[src/rtl/codec_mode_ctrl.sv]
module codec_mode_ctrl #(
  parameter int ALAW     = 0,
  parameter int ACT_WIN  = 64,
  parameter int PD_DELAY = 500000
) (
  input  logic       clk,
  input  logic       rst_n,
  input  logic       tx_fsync,
  input  logic       rx_fsync,
  input  logic       tx_mclk,
  input  logic       rx_mclk_pd,
  input  logic       clk_sel,
  output logic [1:0] mode,
  output logic       core_mclk,
  output logic [1:0] freq_code,
  output logic       tx_oe,
  output logic       rx_en,
  output logic       bclk_shared
);
  localparam int AW = $clog2(ACT_WIN + 1);
  localparam int PW = $clog2(PD_DELAY + 1);
  localparam logic [1:0] M_PD = 2'd0, M_FULL = 2'd1, M_TXH = 2'd2, M_RXH = 2'd3;

  logic [3:0] s1, s2, s3, edg, act;
  logic [1:0] mode_q, mode_d, oe_cnt;
  logic [PW-1:0] pd_cnt;
  logic forced_pd, fs_edge, tx_rise;

  always_ff @(posedge clk or negedge rst_n)
    if (!rst_n) begin
      s1 <= '0; s2 <= '0; s3 <= '0;
    end else begin
      s1 <= {clk_sel, rx_mclk_pd, rx_fsync, tx_fsync};
      s2 <= s1;
      s3 <= s2;
    end

  assign edg = s2 ^ s3;

  for (genvar g = 0; g < 4; g++) begin : g_act
    logic [AW-1:0] cnt;
    always_ff @(posedge clk or negedge rst_n)
      if (!rst_n) cnt <= AW'(ACT_WIN);
      else if (edg[g]) cnt <= '0;
      else if (cnt != AW'(ACT_WIN)) cnt <= cnt + 1'b1;
    assign act[g] = (cnt != AW'(ACT_WIN));
    a_r10_timer_bounded: assert property (@(posedge clk) disable iff (!rst_n)
      cnt <= AW'(ACT_WIN));
  end

  assign forced_pd = s2[2] & ~act[2];
  assign fs_edge   = edg[0] | edg[1];
  assign tx_rise   = s2[0] & ~s3[0];

  always_comb begin
    mode_d = mode_q;
    if (forced_pd)                mode_d = M_PD;
    else if (act[0] && act[1])    mode_d = M_FULL;
    else if (act[0])              mode_d = M_TXH;
    else if (act[1])              mode_d = M_RXH;
    else if (pd_cnt == PW'(PD_DELAY)) mode_d = M_PD;
  end

  always_ff @(posedge clk or negedge rst_n)
    if (!rst_n) begin
      mode_q <= M_PD;
      pd_cnt <= '0;
      oe_cnt <= '0;
    end else begin
      mode_q <= mode_d;
      if (fs_edge) pd_cnt <= '0;
      else if (pd_cnt != PW'(PD_DELAY)) pd_cnt <= pd_cnt + 1'b1;
      if (mode_d == M_PD) oe_cnt <= '0;
      else if (tx_rise && oe_cnt != 2'd2) oe_cnt <= oe_cnt + 1'b1;
    end

  assign mode        = mode_q;
  assign tx_oe       = (oe_cnt == 2'd2) && (mode_q == M_FULL || mode_q == M_TXH);
  assign rx_en       = (mode_q == M_FULL) || (mode_q == M_RXH);
  assign core_mclk   = (mode_q == M_RXH && act[2]) ? rx_mclk_pd : tx_mclk;
  assign bclk_shared = ~act[3];
  assign freq_code   = (ALAW != 0) ? ((~s2[3] & ~act[3]) ? 2'd1 : 2'd2)
                                   : ((~s2[3] & ~act[3]) ? 2'd2 : 2'd0);

  a_r6_no_oe_at_wake: assert property (@(posedge clk) disable iff (!rst_n)
    ($past(mode_q) == M_PD) |-> !tx_oe);

  a_r4_pd_has_cause: assert property (@(posedge clk) disable iff (!rst_n)
    ($past(mode_q) != M_PD && mode_q == M_PD) |->
      ($past(forced_pd) || $past(pd_cnt) == PW'(PD_DELAY)));

  a_r6_wake_needs_sync: assert property (@(posedge clk) disable iff (!rst_n)
    ($past(mode_q) == M_PD && mode_q != M_PD) |->
      ($past(act[0] | act[1]) && !$past(forced_pd)));

  a_r5_forced_holds_pd: assert property (@(posedge clk) disable iff (!rst_n)
    forced_pd |=> (mode_q == M_PD));

  a_r11_oe_counter_range: assert property (@(posedge clk) disable iff (!rst_n)
    oe_cnt <= 2'd2);
endmodule

[config.mk]
export PLATFORM = sky130hd
export DESIGN_NAME = codec_mode_ctrl
export DESIGN_NICKNAME = d
export VERILOG_FILES = /design/src/rtl/codec_mode_ctrl.sv
export SDC_FILE = /design/constraint.sdc
export NUM_CORES = 1
export LEC_CHECK = 0
export ABC_AREA = 1
export BUFFER_PORTS_ARGS = -buffer_cell sky130_fd_sc_hd__buf_4
export CORE_MARGIN = 4
export CORE_UTILIZATION = 40
export CTS_BUF_LIST = sky130_fd_sc_hd__clkbuf_4
export DETAILED_ROUTE_END_ITERATION = 10
export HOLD_SLACK_MARGIN = 0.03
export SYNTH_ARGS = -nofsm -noshare
export SYNTH_HDL_FRONTEND = slang
export SYNTH_SLANG_ARGS = --single-unit
[constraint.sdc]
create_clock -name clk -period 2.9 [get_ports clk]
set_input_delay 0.145 -clock clk [delete_from_list [all_inputs] [get_ports clk]]
set_output_delay 0.145 -clock clk [all_outputs]
set_load 0.05 [all_outputs]
==> impl_metrics.json, run 1 <==
{
  "pwr_density_cell_mw_per_mm2": 524.2,
  "start_util": 0.4190,
  "root_buffer": "clkbuf_4",
  "netlist_top_cells_area": "dfrtp_1 48%, inv_1 6.8%, nor2_1 6.5%",
  "std_cell_rows": 31,
  "vias": 2357,
  "post-cts-setup-buffer-count": 0,
  "yosysSeqAreaShare": 0.5095,
  "ant_nets": 0,
  "netlist_area_mm2": 0.003104,
  "gp_congestion": 0.7955,
  "drc": 0,
  "yosysWarnings": 0,
  "max_stage_delay_ps": 400,
  "syn-num-nets": 385,
  "outcome": "completed",
  "area_growth_pct": 12.70,
  "synth-edff-count": 0,
  "final_hold_viol_count": 0,
  "crit_buf_inv": 3,
  "cp_slowest_cell": "dfrtp_1",
  "design.die.area_mm2": 0.009234,
  "synth.most_common_cell": "dfrtp_1",
  "synth_area_per_cell_um2": 8.528,
  "setup_viol": 0,
  "drive_gt1_frac": 0.1010,
  "antenna_found_initial": 0,
  "max-vdd-ir-drop_uv": 304.7,
  "die_h_um": 96.10,
  "fin_nets": 412,
  "slew_viol_final": 0,
  "finalCriticalPeriod_ps": 1934,
  "fin_worst_skew_ps": 14.90,
  "endpoint_kind": "output pin",
  "worstPathRequired_ps": 2760,
  "place_ws_ps": 1087,
  "ys_seq_elements": 63,
  "yosysTopAreaCell": "dfrtp_1",
  "core_area_mm2": 0.007408,
  "wl_per_cell_um": 11.28,
  "viasPerCell": 4.762,
  "cp_cell_sequence": "inv_1 -> ha_1 -> nand3_1 -> nor2_1 -> inv_1 -> nor2_1 -> buf_4",
  "cts_sinks": 63,
  "start_kind": "register",
  "grt_start_max_net_pins": 64,
  "synth_ff_type": "dfrtp_1",
  "drtPass1Iterations": 4,
  "clk_latency_ps": 400,
  "cts_tree": "done",
  "grt_pass1_wl_um": 9929,
  "grt_pass1_vias": 2279,
  "cts_made_buffers": 9,
  "drtIter0Drc": 109,
  "crit_type": "reg2out",
  "p_leak_uw": 0.001635,
  "crit_path_max_fanout": 6,
  "portBuffers": 13,
  "path_delay_family": "simple AND/OR/NAND/NOR gates",
  "synth.distinct_cells": 31,
  "htreeDepth": 3,
  "globalRouteOverflowTotal": 0,
  "syn_inst": 364,
  "rsz0062_at_grt": "false",
  "async_flop_share": 1.000,
  "routed_wl_um": 5582,
  "drv_cap": 0,
  "synth_top_area_share": 0.4756,
  "tns_ps": 0,
  "worstPathArrival_ps": 1790,
  "fin_ws_ps": 965.5,
  "pin_count": 15,
  "max_freq_mhz": 516.9,
  "hpwlAfterDp_um": 4064,
  "clk_path_buf_depth": 2,
  "insertedDiodeCount": 0,
  "cts.clk_slew.worst_paths_ps": 110,
  "fin_crit_sh": 0.6671,
  "worst_slew_margin_rel": 0.4700,
  "fp.dieW_um": 96.10,
  "hold_class": "in2async",
  "ys_top_cells_by_count": "59 x dfrtp_1, 56 x inv_1, 54 x nor2_1",
  "worst_pin_slew_ps": 794.9,
  "track_usage": 0.1400
}
[cells in the final DEF, fill, tap and decap left out, drive strengths merged]
master and count:
dfrtp 59, inv 58, nor2 55, nand2 55, a21oi 30, o21ai 20, nand3 19, ha 14
buf 13, nor3 12, xor2 10, clkbuf 10, nand4 6, dlygate4sd3 5, xnor2 4, dfstp 4
clkinv 4, nor3b 3, nand3b 2, a31oi 2, nor4 2, and3 2, or2 1, o21a 1
a21boi 1, a211oi 1, conb 1, bufinv 1, clkinvlp 1
[final timing paths]
check | startpoint | to | slack (ps) | cells past startpoint
worst max-delay path | g_act[3].cnt[0]$_DFFE_PN0P_ | freq_code[1] | 970 | 7
max in group asynchronous | rst_n | g_act[0].cnt[0]$_DFFE_PN0P_ | 2000 | 2
min in group clk | s1[0]$_DFF_PN0_ | s2[0]$_DFF_PN0_ | 350 | 0
worst min register to register | s1[0]$_DFF_PN0_ | s2[0]$_DFF_PN0_ | 350 | 0
worst min-delay path | rst_n | g_act[2].cnt[3]$_DFFE_PN0P_ | 340 | 2
worst max register to register | s2[0]$_DFF_PN0_ | pd_cnt[0]$_DFFE_PN0P_ | 1110 | 5
[flip-flops by register name, indices dropped and copies added (netlist names)]
name       flops
pd_cnt        19
s3             4
mode           2
oe_cnt         2
g_act.cnt     28
s1             4
s2             4
[stage by stage]
step	total power [uW]	utilization	hold slack (ps)	area, um2	instances
after global routing	1971	0.4722	345.7	3498	495
after floorplan	1180	-	-150.6	3104	364
after global placement	1255	0.4472	255.0	3313	474
final	1834	0.4722	340.6	3498	495
after detailed placement	1263	0.4472	255.6	3313	474
after CTS	1873	0.4722	348.3	3498	495
[kinds of logic after synthesis]
kind of cell | synth area share
other | 0.001208
xor gates and xnor gates | 0.03950
buffers and inverters | 0.07416
DFF | 0.5095
AOI/OAI and AO/OA | 0.09190
and+or+nand+nor | 0.2273
adders and majority gates | 0.05643
[metal layers]
layer	GRT usage	up-vias	part of all wire
met5	0	-	0
met2	0.2323	35	0.46
met3	0.05238	9	0.047
met1	0.1669	1095	0.48
met4	0.04621	0	0.014
li1	-	1218	-
[where the power goes]
group | internal, uW | switching (uW) | leakage, uW
clock network | 270 | 316 | 0.0000742
logic | 98.6 | 162 | 0.000744
registers | 938 | 49.3 | 0.000817
[timing repair]
item / CTS / global route
hold buffers: 5 / 0
endpoints found under the hold margin: 63 / 0
setup endpoints to repair: 0 / 0
gates resized for setup: 0 / 0
[layout make-up]
cell class	instances	area, um2
Clock buffer	10	75.07
Clock inverter	6	60.06
Fill cell	726	3910
Inverter	58	217.7
Multi-Input combinational cell	241	1292
Sequential cell	63	1582
Tap cell	99	123.9
Timing Repair Buffer	18	147.6
Note: power is estimated with default switching activity, not from simulation.
==> run 2, diff against run 1 <==
- clock period: 2.9 -> 1.8 ns (I/O delays scaled with it)
==> impl_metrics.json, run 2 (synthesis results as in run 1) <==
{
  "outcome": "completed",
  "max_freq_mhz": 575.9,
  "root_buffer": "clkbuf_4",
  "setup_viol": 0,
  "cp-startpoint": "g_act[2].cnt[1]$_DFFE_PN0P_",
  "layout_commonest_cell": "dfrtp_1",
  "antenna_found_initial": 0,
  "drc": 0,
  "globalRouteOverflowTotal": 0,
  "largest_reg_flops": 28,
  "clock_power_share": 0.349,
  "portBuffers": 13,
  "area_growth_pct": 17.86,
  "crit_type": "reg2out",
  "insertedDiodeCount": 0,
  "switching_share": 0.2742,
  "fin_worst_skew_ps": 10.89,
  "routed_wl_um": 5879,
  "worst-r2r-cell-count": 11,
  "cts_sinks": 63,
  "wl_per_cell_um": 11.64,
  "fp.dieW_um": 96.10,
  "cp_slowest_cell": "dfrtp_1",
  "drtIter0Drc": 136,
  "regMostFlops": "g_act.cnt",
  "r2r_slack_ps": 200,
  "final_hold_viol_count": 0,
  "start_util": 0.4190,
  "clk_path_buf_depth": 2,
  "slew_viol_final": 0,
  "utilization": 0.4938,
  "fin_nets": 422,
  "worstPathArrival_ps": 1650,
  "worstPathRequired_ps": 1710,
  "drive_gt1_frac": 0.1527,
  "fin_ws_ps": 63.48,
  "multi_input_area_mm2": 0.001333,
  "endpoint_kind": "output pin",
  "hold_class": "in2async",
  "drv_cap": 0,
  "r2r-end": "oe_cnt[1]$_DFFE_PN0P_",
  "finalCriticalPeriod_ps": 1737,
  "start_kind": "register",
  "cp_cell_sequence": "inv_2 -> ha_4 -> inv_2 -> nor2_2 -> nand3_2 -> a31oi_2 -> buf_6",
  "fin_crit_sh": 0.9647,
  "p_leak_uw": 0.001704,
  "max-vdd-ir-drop_uv": 390.0,
  "p_comb_frac": 0.151,
  "pin_count": 15,
  "p_seq_frac": 0.500,
  "core_area_mm2": 0.007408,
  "n_fill_cell": 702,
  "hpwlAfterDp_um": 4160,
  "rsz0062_at_grt": "true",
  "grt_start_max_net_pins": 40,
  "largest_registers": "g_act.cnt (28), pd_cnt (19)",
  "reg2reg_from": "pd_cnt[0]$_DFFE_PN0P_",
  "drtPass1Iterations": 4,
  "place_ws_ps": 215.3,
  "max_stage_delay_ps": 420,
  "crit_path_max_fanout": 3,
  "power.total_uw": 3186,
  "grt_pass1_vias": 2255,
  "power_switching_uw": 873.4,
  "pwr_density_cell_mw_per_mm2": 870.8,
  "track_usage": 0.1422,
  "die_h_um": 96.10,
  "ant_nets": 0,
  "cts_tree": "done",
  "vias": 2407,
  "htreeDepth": 3,
  "clk_latency_ps": 390,
  "std_cell_rows": 31,
  "register_area_mm2": 0.001582,
  "intPower_uw": 2312,
  "cts.clk_slew.worst_paths_ps": 110,
  "viasPerCell": 4.766,
  "grt_pass1_wl_um": 10150,
  "gp_congestion": 0.7716,
  "critPathMostFrequentCell": "inv_2",
  "design.die.area_mm2": 0.009234,
  "cts_made_buffers": 9,
  "mostFrequentLayoutCells": "59 x dfrtp_1, 52 x inv_1, 52 x nand2_1"
}
-- run 2: cell count changes in the layout (fill, tap and decap cells not counted), moves of 2 or more --
cell and delta:
inv_2 +4, buf_4 +7, inv_1 -4, clkbuf_4 +2, nor2_2 +2, nor2_1 -3
buf_6 +2
-- run 2: timing repair --
| item | 4_1_cts | 5_1_grt |
|---|---|---|
| hold buffers | 5 | 0 |
| buffers inserted | 2 | 5 |
| gates resized for setup | 4 | 7 |
| endpoints found under the hold margin | 65 | 0 |
| pin swaps | 0 | 4 |
| endpoints found under the setup margin | 2 | 2 |
-- run 2: per-stage QoR --
step | hold slack (ps) | TNS [ps] | cells | area (um2)
2_1_floorplan | -205.6 | 0 | 364 | 3120
3_3_place_gp | 18.89 | 0 | 477 | 3364
3_5_place_dp | 17.73 | 0 | 477 | 3364
4_1_cts | 109.4 | 0 | 500 | 3606
5_1_grt | 134.6 | -16.72 | 505 | 3659
6_report | 133.7 | 0 | 505 | 3659
-- run 2: power by group through the flow --
stage          Sequential (uW)  Clock [uW]  Combinational, uW
2_1_floorplan             1600           0                308
6_report                  1590        1110                480
3_3_place_gp              1620           0                423
5_1_grt                   1610        1220                554
3_5_place_dp              1620           0                437
4_1_cts                   1590        1160                455
-- run 2: area by class of cell --
class                           count  share of cell area
Clock inverter                      4             0.01915
Inverter                           58             0.05951
Tap cell                           99             0.03386
Sequential cell                    63              0.4323
Timing Repair Buffer               28             0.06635
Multi-Input combinational cell    241              0.3642
Clock buffer                       12             0.02462
-- run 2: critical path, delay by kind of cell, from the launching register on --
| kind | cells | cell delay, ps |
|---|---|---|
| DFF | 1 | 420 |
| buffers and inverters | 3 | 300 |
| adders and majority gates | 1 | 130 |
| AOI/OAI and AO/OA | 1 | 200 |
| and+or+nand+nor | 2 | 210 |
-- run 2: routing by layer --
metal  part of all wire  routed length, um  GRT usage
met2               0.44               2600     0.2070
met4              0.013                 75    0.07109
met1               0.51               3000     0.1983
met5                  0                  0          0
met3              0.034                202    0.03127
-- run 2: worst max path at each step --
| stage | depth (start not counted) | endpoint |
|---|---|---|
| 6_report | 7 | core_mclk |
| 5_1_grt | 7 | core_mclk |
| 4_1_cts | 7 | core_mclk |
| 3_5_place_dp | 11 | oe_cnt[1]$_DFFE_PN0P_ |
| 3_3_place_gp | 11 | oe_cnt[0]$_DFFE_PN0P_ |
| 2_1_floorplan | 3 | tx_oe |
